`src/rtl/hp_slot_pkg.sv`:
```
package hp_slot_pkg;
    localparam int REG_W = 16;
    localparam int BE_W  = REG_W / 8;

    localparam int B_ABP  = 0;
    localparam int B_PDC  = 3;
    localparam int B_CC   = 4;
    localparam int B_HPIE = 5;
    localparam int B_EIC  = 11;
    localparam int B_PDS  = 6;
    localparam int B_EIS  = 7;

    localparam logic [REG_W-1:0] EVT_MASK   = REG_W'((1 << B_ABP) | (1 << B_PDC) | (1 << B_CC));
    localparam logic [REG_W-1:0] CTL_STORE  = REG_W'(16'h07F9);
    localparam logic [REG_W-1:0] CTL_CMD    = REG_W'(16'h0FF9);
    localparam logic [REG_W-1:0] CTL_RESET  = REG_W'(16'h03C0);

    typedef enum logic [0:0] {
        SLOT_EMPTY = 1'b0,
        SLOT_FULL  = 1'b1
    } occ_state_e;
endpackage

```
`src/rtl/hp_slot_ctl.sv`:
```
module hp_slot_ctl
    import hp_slot_pkg::*;
(
    input  logic             clk,
    input  logic             rst_n,
    input  logic             wr_ctl,
    input  logic [REG_W-1:0] be_mask,
    input  logic [REG_W-1:0] wdata,
    output logic [REG_W-1:0] ctl_q,
    output logic [REG_W-1:0] ctl_nxt,
    output logic             cmd_change,
    output logic             eic_hit,
    output logic [REG_W-1:0] en_rise
);
    logic [REG_W-1:0] merged;

    always_comb begin
        merged     = (ctl_q & ~be_mask) | (wdata & be_mask);
        ctl_nxt    = ctl_q;
        cmd_change = 1'b0;
        eic_hit    = 1'b0;
        en_rise    = '0;
        if (wr_ctl) begin
            ctl_nxt    = merged & CTL_STORE;
            cmd_change = |((merged ^ ctl_q) & CTL_CMD);
            eic_hit    = merged[B_EIC];
            en_rise    = ctl_nxt & ~ctl_q & EVT_MASK;
        end
    end

    always_ff @(posedge clk) begin
        if (!rst_n) ctl_q <= CTL_RESET;
        else        ctl_q <= ctl_nxt;
    end

    AST_CTL_HOLD: assert property (@(posedge clk) disable iff (!rst_n)
        !$past(wr_ctl) |-> $stable(ctl_q));
endmodule

```
`src/rtl/hp_slot_occupancy.sv`:
```
module hp_slot_occupancy
    import hp_slot_pkg::*;
(
    input  logic clk,
    input  logic rst_n,
    input  logic ins_req,
    input  logic rem_req,
    input  logic locked,
    output logic present,
    output logic pdc_evt,
    output logic reject_q
);
    occ_state_e state_q, state_d;
    logic       reject_d;

    always_ff @(posedge clk) begin
        if (!rst_n) begin
            state_q  <= SLOT_EMPTY;
            reject_q <= 1'b0;
        end else begin
            state_q  <= state_d;
            reject_q <= reject_d;
        end
    end

    always_comb begin
        state_d  = state_q;
        pdc_evt  = 1'b0;
        reject_d = 1'b0;
        if (locked && (ins_req || rem_req)) begin
            reject_d = 1'b1;
        end else begin
            unique case (state_q)
                SLOT_EMPTY: if (ins_req) begin
                    state_d = SLOT_FULL;
                    pdc_evt = 1'b1;
                end
                SLOT_FULL: if (rem_req) begin
                    state_d = SLOT_EMPTY;
                    pdc_evt = 1'b1;
                end
                default: state_d = SLOT_EMPTY;
            endcase
        end
    end

    assign present = (state_q == SLOT_FULL);

    AST_REJECT_HOLD: assert property (@(posedge clk) disable iff (!rst_n)
        reject_q |-> $stable(state_q));
endmodule

```
`src/rtl/hp_slot_status.sv`:
```
module hp_slot_status
    import hp_slot_pkg::*;
(
    input  logic             clk,
    input  logic             rst_n,
    input  logic [REG_W-1:0] sw_clr,
    input  logic [REG_W-1:0] ev,
    input  logic             eic_toggle,
    output logic [REG_W-1:0] sts_q,
    output logic [REG_W-1:0] sts_nxt,
    output logic [REG_W-1:0] new_set
);
    always_comb begin
        sts_nxt        = ((sts_q & ~sw_clr) | ev) & EVT_MASK;
        sts_nxt[B_EIS] = sts_q[B_EIS] ^ eic_toggle;
        new_set        = ev & ~sts_q & EVT_MASK;
    end

    always_ff @(posedge clk) begin
        if (!rst_n) sts_q <= '0;
        else        sts_q <= sts_nxt;
    end

    AST_EVT_STICKY: assert property (@(posedge clk) disable iff (!rst_n)
        (($past(sts_q) & ~sts_q & ~$past(sw_clr) & EVT_MASK) == '0));
endmodule

```
`src/rtl/hp_slot_notify.sv`:
```
module hp_slot_notify
    import hp_slot_pkg::*;
(
    input  logic             clk,
    input  logic             rst_n,
    input  logic             msi_en,
    input  logic [REG_W-1:0] ctl_nxt,
    input  logic [REG_W-1:0] sts_q,
    input  logic [REG_W-1:0] sts_nxt,
    input  logic [REG_W-1:0] new_set,
    input  logic [REG_W-1:0] en_rise,
    output logic             intx_q,
    output logic             msi_q
);
    logic msi_d, intx_d;

    always_comb begin
        msi_d  = msi_en & ctl_nxt[B_HPIE] &
                 (|(((new_set & ctl_nxt) | (en_rise & sts_q)) & EVT_MASK));
        intx_d = ~msi_en & ctl_nxt[B_HPIE] & (|(ctl_nxt & sts_nxt & EVT_MASK));
    end

    always_ff @(posedge clk) begin
        if (!rst_n) begin
            msi_q  <= 1'b0;
            intx_q <= 1'b0;
        end else begin
            msi_q  <= msi_d;
            intx_q <= intx_d;
        end
    end

    AST_MSI_MODE: assert property (@(posedge clk) disable iff (!rst_n)
        msi_q |-> $past(msi_en));
    AST_INTX_MODE: assert property (@(posedge clk) disable iff (!rst_n)
        intx_q |-> !$past(msi_en));
endmodule

```
`src/rtl/hp_slot_ctrl.sv`:
```
module hp_slot_ctrl
    import hp_slot_pkg::*;
(
    input  logic             clk,
    input  logic             rst_n,
    input  logic             cfg_wr,
    input  logic             cfg_sel,
    input  logic [BE_W-1:0]  cfg_be,
    input  logic [REG_W-1:0] cfg_wdata,
    output logic [REG_W-1:0] slot_ctl,
    output logic [REG_W-1:0] slot_sts,
    input  logic             msi_en,
    input  logic             attn_press,
    input  logic             cmd_done,
    input  logic             hp_insert,
    input  logic             hp_remove,
    output logic             hp_reject,
    output logic             intx_out,
    output logic             msi_req
);
    logic [REG_W-1:0] be_mask, ctl_q, ctl_nxt, en_rise;
    logic [REG_W-1:0] sts_q, sts_nxt, new_set, sw_clr, ev;
    logic             cmd_change, eic_hit, present, pdc_evt;

    for (genvar b = 0; b < BE_W; b++) begin : g_be
        assign be_mask[b*8 +: 8] = {8{cfg_be[b]}};
    end

    hp_slot_ctl i_ctl (
        .clk        (clk),
        .rst_n      (rst_n),
        .wr_ctl     (cfg_wr & ~cfg_sel),
        .be_mask    (be_mask),
        .wdata      (cfg_wdata),
        .ctl_q      (ctl_q),
        .ctl_nxt    (ctl_nxt),
        .cmd_change (cmd_change),
        .eic_hit    (eic_hit),
        .en_rise    (en_rise)
    );

    hp_slot_occupancy i_occ (
        .clk      (clk),
        .rst_n    (rst_n),
        .ins_req  (hp_insert),
        .rem_req  (hp_remove),
        .locked   (sts_q[B_EIS]),
        .present  (present),
        .pdc_evt  (pdc_evt),
        .reject_q (hp_reject)
    );

    always_comb begin
        sw_clr = (cfg_wr && cfg_sel) ? (cfg_wdata & be_mask & EVT_MASK) : '0;
        ev          = '0;
        ev[B_ABP]   = attn_press;
        ev[B_PDC]   = pdc_evt;
        ev[B_CC]    = cmd_done | cmd_change;
    end

    hp_slot_status i_sts (
        .clk        (clk),
        .rst_n      (rst_n),
        .sw_clr     (sw_clr),
        .ev         (ev),
        .eic_toggle (eic_hit),
        .sts_q      (sts_q),
        .sts_nxt    (sts_nxt),
        .new_set    (new_set)
    );

    hp_slot_notify i_ntf (
        .clk     (clk),
        .rst_n   (rst_n),
        .msi_en  (msi_en),
        .ctl_nxt (ctl_nxt),
        .sts_q   (sts_q),
        .sts_nxt (sts_nxt),
        .new_set (new_set),
        .en_rise (en_rise),
        .intx_q  (intx_out),
        .msi_q   (msi_req)
    );

    always_comb begin
        slot_ctl        = ctl_q;
        slot_sts        = sts_q;
        slot_sts[B_PDS] = present;
    end

    AST_CC_ON_CMD: assert property (@(posedge clk) disable iff (!rst_n)
        cmd_change |=> slot_sts[B_CC]);
    AST_EIC_TOGGLE: assert property (@(posedge clk) disable iff (!rst_n)
        eic_hit |=> (slot_sts[B_EIS] != $past(slot_sts[B_EIS])));
    AST_EIC_ZERO: assert property (@(posedge clk) disable iff (!rst_n)
        $past(cfg_wr) |-> !slot_ctl[B_EIC]);
endmodule

```
`config.mk`:
```
export PLATFORM = sky130hd
export DESIGN_NAME = hp_slot_ctrl
export DESIGN_NICKNAME = d
export VERILOG_FILES = /design/src/rtl/hp_slot_pkg.sv /design/src/rtl/hp_slot_ctl.sv /design/src/rtl/hp_slot_occupancy.sv /design/src/rtl/hp_slot_status.sv /design/src/rtl/hp_slot_notify.sv /design/src/rtl/hp_slot_ctrl.sv
export SDC_FILE = /design/constraint.sdc
export NUM_CORES = 1
export LEC_CHECK = 0
export CAP_MARGIN = 20
export CORE_UTILIZATION = 35
export DETAILED_ROUTE_END_ITERATION = 7
export DONT_BUFFER_PORTS = 1
export GPL_TIMING_DRIVEN = 1
export HOLD_SLACK_MARGIN = 0.15
export SLEW_MARGIN = 10
export SYNTH_ARGS = -nofsm -noshare
export SYNTH_HDL_FRONTEND = slang
export SYNTH_HIERARCHICAL = 1
export SYNTH_SLANG_ARGS = --single-unit
```
`constraint.sdc`:
```
create_clock -name clk -period 2.2 [get_ports clk]
set_input_delay 0.55 -clock clk [delete_from_list [all_inputs] [get_ports clk]]
set_output_delay 0.55 -clock clk [all_outputs]
set_load 0.02 [all_outputs]
```
==> flow_metrics.py, run 1 <==
metrics = {
    "status": {
        "status": "finished clean",
    },
    "timing": {
        "setup_viol": 0,
        "fin_ws_ps": 107,
        "fmax_mhz": 478,
        "fin_setup_tns_ps": 0,
        "clock_skew_ps": 1.68,
        "hold_violations": 0,
        "layout_worst_path_cycle_share": 0.951,
        "fin_crit_ps": 2090,
        "rsz0062_at_grt": "no",
        "drv_slew": 0,
    },
    "global_routing": {
        "grt_usage": 0.137,
        "overflow": 0,
        "grt_start_max_net_pins": 23,
        "antenna_found_initial": 0,
        "grt_pass1_wl_um": 4340,
        "grt_pass1_vias": 985,
    },
    "layout": {
        "post-route-util": 0.407,
        "fin_cells": 203,
        "synthToLayoutAreaGrowth_pct": 10.2,
        "drive_gt1_frac": 0.226,
        "n_antenna_cell": 0,
        "fillers": 384,
        "nNetsFinal": 186,
    },
    "detailed_routing": {
        "firstDrtPassIters": 4,
        "ant_nets": 0,
        "vias_per_cell": 4.80,
        "wl_per_cell_um": 13.8,
        "drc": 0,
        "totalWireLength_um": 2800,
        "vias": 975,
        "drt_iter0_markers": 38,
    },
    "min_path": {
        "hold_path.class": "in2reg",
    },
    "cts": {
        "cts_max_path_buffers": 2,
        "cts_made_buffers": 3,
        "clk_latency_ps": 270,
        "cts_tree": "yes",
        "cts_root_buffer": "clkbuf_8",
        "cts_sinks": 24,
        "clk_pin_slew_ps": 80,
        "htreeDepth": 1,
    },
    "floorplanning": {
        "core_area_um2": 3720,
        "die_area_um2": 4180,
        "die_w_um": 64.7,
        "num_rows": 22,
        "pin_count": 62,
        "die_height_um": 64.7,
        "start_util": 0.370,
    },
    "logic_synthesis": {
        "ys_warn_count": 6,
        "syn_inst": 146,
        "synth_area_um2": 1370,
        "syn_avg_cell_area_um2": 9.41,
    },
    "placed_design": {
        "dpl.hpwl_um": 2150,
        "dp.cells": 198,
        "gp_congestion": 0.862,
        "io_buffers": 0,
        "dp_slack_ps": -174,
    },
    "setup_path": {
        "cpMaxStageDelayCell": "a222oi_1",
        "worst_setup_path_start_kind": "flop",
        "cp_top_family": "simple AND/OR/NAND/NOR gates",
        "worstPathCellList": "inv_1 -> o21ai_1 -> ha_1 -> nand3_1 -> a21oi_1 -> a41oi_1 -> or2_1 -> or2_4 -> a222oi_1 -> nor3_1",
        "worstSetupPathType": "reg2reg",
        "worstSetupEndpointType": "flop",
        "critPathMaxFanout": 2,
        "worstPathRequired_ps": 2350,
        "arrival_ps": 2240,
        "slowest_delay_ps": 320,
        "crit_buf_inv": 1,
    },
    "power": {
        "p_leak_nw": 0.675,
        "ir_drop_mv": 0.376,
        "finalPower_uw": 988,
        "powerDensity_nw_per_um2": 653,
    },
    "job": {
        "maxCapViolations": 0,
    },
}
==> per-layer routing <==
layer  vias to the layer above  wire length [um]  GRT usage
met5                         -                 0          0
met4                         0                37     0.0583
met3                         4               277     0.0440
met2                        46              1400      0.245
met1                       442              1090      0.147
li1                        483                 -          -
==> final cells by class <==
class	count	area, um2	share of cell area
Multi-Input combinational cell	112	806	0.532
Timing Repair Buffer	10	75.1	0.0496
Tap cell	48	60.1	0.0397
Clock buffer	3	41.3	0.0273
Inverter	5	18.8	0.0124
Sequential cell	24	483	0.319
Clock inverter	1	30.0	0.0198
==> path summary, 6_finish.rpt <==
kind / startpoint / to / slack, ps / cells past startpoint
worst max-delay path: i_ctl/ctl_q[3] / i_ntf/intx_q / 110 / 10
worst min-delay path: msi_en / i_ntf/intx_q / 340 / 1
worst max register to register: i_ctl/ctl_q[3] / i_ntf/intx_q / 110 / 10
worst min register to register: i_sts/sts_q[7] / i_occ/reject_q / 650 / 1
==> report_power, final <==
part / switching [mW] / internal (mW) / total (mW)
clock network: 0.141 / 0.243 / 0.384
logic: 0.0658 / 0.0659 / 0.132
registers: 0.0247 / 0.448 / 0.472
==> registers in the layout, indices dropped and copies added (netlist names) <==
register	flops
i_ctl/ctl_q	16
i_occ/reject_q	1
i_ntf/intx_q	1
i_sts/sts_q	4
i_ntf/msi_q	1
i_occ/present	1
==> placed cells by master, fill, tap and decap left out, types with 2 or more instances in the layout <==
cell	count
ha_1	3
inv_1	3
o21ai_1	3
buf_4	10
o21a_1	3
mux2i_1	2
a22oi_1	6
or2_1	5
xor2_1	8
clkbuf_8	3
nor2_1	2
mux2_2	5
conb_1	11
mux2_4	4
and2_1	16
or2_2	2
and4_1	3
inv_2	2
nand2_1	13
dfxtp_2	2
nor2b_1	6
and2b_1	3
nor2b_4	3
dfxtp_1	22
and2b_2	2
nand3_1	2
==> worst register-to-register path: cells and delay by family (launching register included) <==
kind | cells | cell delay (ps)
DFF | 1 | 310
AOI/OAI and AO/OA | 4 | 630
buffers and inverters | 1 | 70
and+or+nand+nor | 4 | 690
adders and majority gates | 1 | 270
==> metrics by stage <==
stage | area [um2] | hold WS (ps)
6_report | 1510 | 344
5_1_grt | 1510 | 331
4_1_cts | 1500 | 347
3_5_place_dp | 1430 | 636
3_3_place_gp | 1430 | 633
2_1_floorplan | 1410 | 510
==> what timing repair did <==
action,4_1_cts,5_1_grt
hold buffers,0,0
resized for setup,0,8
endpoints found under the setup margin,0,1
setup buffers,0,1
Note: power is estimated with default switching activity, not from simulation.
==> run 2, diff against run 1 <==
--- a/config.mk
+++ b/config.mk
@@ -5,12 +5,13 @@
 export SDC_FILE = /design/constraint.sdc
 export NUM_CORES = 1
 export LEC_CHECK = 0
+export BUFFER_PORTS_ARGS = -buffer_cell sky130_fd_sc_hd__buf_2
 export CAP_MARGIN = 20
 export CORE_UTILIZATION = 35
 export DETAILED_ROUTE_END_ITERATION = 7
-export DONT_BUFFER_PORTS = 1
 export GPL_TIMING_DRIVEN = 1
 export HOLD_SLACK_MARGIN = 0.15
+export REMOVE_ABC_BUFFERS = 1
 export SLEW_MARGIN = 10
 export SYNTH_ARGS = -nofsm -noshare
 export SYNTH_HDL_FRONTEND = slang
==> run 2 against run 1 <==
Net effect: global-route usage grew 0.61 points; maximum frequency shrank 0.73%; sequential power shrank 3%; largest power group unchanged; clock power grew 3%; final area grew 14%; critical path depth grew 1; critical endpoint unchanged.
==> flow_metrics.py, run 2 (synthesized netlist as in run 1, its figures left out) <==
metrics = {
    "cts": {
        "cts_tree": "yes",
        "cts_made_buffers": 3,
        "cts_root_buffer": "clkbuf_8",
        "cts_sinks": 24,
        "cts_max_path_buffers": 2,
        "postCtsHoldBufs": 0,
        "clk_pin_slew_ps": 90,
        "clk_latency_ps": 270,
        "htreeDepth": 1,
    },
    "layout": {
        "fillers": 373,
        "largest_register": "i_ctl/ctl_q",
        "register_area_um2": 482,
        "multi_input_area_um2": 822,
        "drive_gt1_frac": 0.393,
        "layout_common_cells": "43 x buf_2, 23 x dfxtp_1, 16 x and2_1",
        "n_antenna_cell": 0,
        "nNetsFinal": 227,
        "synthToLayoutAreaGrowth_pct": 26.1,
        "layout_commonest_cell": "buf_2",
        "fin_cells": 244,
        "reg_top3": "i_ctl/ctl_q (16), i_sts/sts_q (4)",
        "stdcell_area_um2": 1730,
        "largest_reg_flops": 16,
    },
    "global_routing": {
        "antenna_found_initial": 0,
        "grt_usage": 0.143,
        "grt_pass1_vias": 1008,
        "grt_start_max_net_pins": 23,
        "grt_pass1_wl_um": 4690,
        "overflow": 0,
    },
    "floorplanning": {
        "die_height_um": 64.7,
        "pin_count": 62,
        "start_util": 0.370,
        "core_area_um2": 3720,
        "die_area_um2": 4180,
        "num_rows": 22,
        "die_w_um": 64.7,
    },
    "setup_path": {
        "worst_setup_path_start_kind": "input pin",
        "worstSetupPathType": "in2reg",
        "arrival_ps": 2270,
        "slowest_delay_ps": 300,
        "worstSetupEndpointType": "flop",
        "r2r_cells": 10,
        "cpMaxStageDelayCell": "ha_1",
        "crit-reg2reg-launch": "i_ctl/ctl_q[4]",
        "critPathMaxFanout": 3,
        "reg2reg_slack_ps": 130,
        "worstPathRequired_ps": 2360,
        "worstPathCellList": "buf_2 -> nand2_1 -> o21ai_0 -> ha_1 -> nand3_2 -> a21oi_2 -> a41oi_2 -> or2_1 -> or2_4 -> a222oi_1 -> nor3_1",
        "r2r-end": "i_ntf/intx_q",
    },
    "placed_design": {
        "dpl.hpwl_um": 2270,
        "io_buffers": 44,
        "placedInstanceArea_um2": 1630,
        "gp_congestion": 0.785,
        "dp.cells": 239,
    },
    "min_path": {
        "hold-path-cell-count": 2,
        "hp-start": "msi_en",
        "hold_path.class": "in2reg",
        "min_to": "i_ntf/intx_q",
    },
    "detailed_routing": {
        "ant_nets": 0,
        "vias_per_cell": 4.68,
        "firstDrtPassIters": 4,
        "drt_iter0_markers": 36,
        "vias": 1142,
        "wl_per_cell_um": 12.0,
        "totalWireLength_um": 2930,
        "drc": 0,
    },
    "timing": {
        "fmax_mhz": 474,
        "fin_crit_ps": 2110,
        "drv_slew": 0,
        "layout_worst_path_cycle_share": 0.958,
        "hold_violations": 0,
        "setup_viol": 0,
        "clock_skew_ps": 1.78,
    },
    "status": {
        "status": "finished clean",
    },
    "power": {
        "ir_drop_mv": 0.447,
        "finalPower_mw": 1.05,
        "p_leak_nw": 0.859,
        "powerDensity_nw_per_um2": 607,
    },
    "job": {
        "maxCapViolations": 0,
    },
}
-- run 2: cell types whose count changed in the layout (fill, tap and decap cells not counted), sizes merged --
| cell | before | now |
|---|---|---|
| buf | 10 | 51 |
-- run 2: how the worst max path moves through the flow --
stage,startpoint,to,slack [ps],depth (start not counted)
2_1_floorplan,cfg_be[0],i_ntf/intx_q,20,10
3_3_place_gp,cfg_be[0],i_ntf/intx_q,-340,11
3_5_place_dp,cfg_be[0],i_ntf/intx_q,-330,11
4_1_cts,cfg_be[0],i_ntf/intx_q,0.9,11
5_1_grt,i_ctl/ctl_q[4],i_ntf/intx_q,-10,10
6_report,cfg_wdata[4],i_ntf/intx_q,90,11
-- run 2: per-layer routing --
layer / GRT usage / routed length [um] / vias up
li1: - / - / 566
met1: 0.184 / 1260 / 524
met2: 0.245 / 1450 / 52
met3: 0.0440 / 211 / 0
met4: 0.00833 / 0 / 0
met5: 0 / 0 / -
-- run 2: worst max-delay path: cells and delay by family --
kind	cells	cell delay, ps
simple gates	5	700
compound gates	4	580
fa+ha+maj	1	300
buf+inv	1	120
-- run 2: repair_timing --
item | 4_1_cts | 5_1_grt
setup buffers | 1 | 0
resized for setup | 2 | 8
setup endpoints to repair | 1 | 2
pin swaps | 4 | 8
-- run 2: power breakdown --
group	switching, mW	total (mW)	internal [mW]	leakage (nW)
Clock	0.151	0.395	0.243	0.0357
Sequential	0.0124	0.460	0.448	0.196
Combinational	0.107	0.196	0.0894	0.628
-- run 2: layout make-up --
type,count,share of cell area
clock inverters,1,0.0173
clock buffers,3,0.0238
repair buffers,51,0.161
well taps,48,0.0347
flip-flops and latches,24,0.278
inverters,5,0.0108
multi-input cells,112,0.474
-- run 2: per-stage QoR --
| step | hold slack, ps | TNS, ps | utilization | setup slack, ps |
|---|---|---|---|---|
| finish | 447 | 0 | 0.466 | 92.0 |
| CTS | 431 | 0 | 0.461 | 0.865 |
| floorplan | 594 | 0 | - | 15.3 |
| detailed placement | 544 | -387 | 0.438 | -329 |
| global route | 459 | -14.4 | 0.466 | -14.4 |
| global placement | 519 | -384 | 0.438 | -338 |
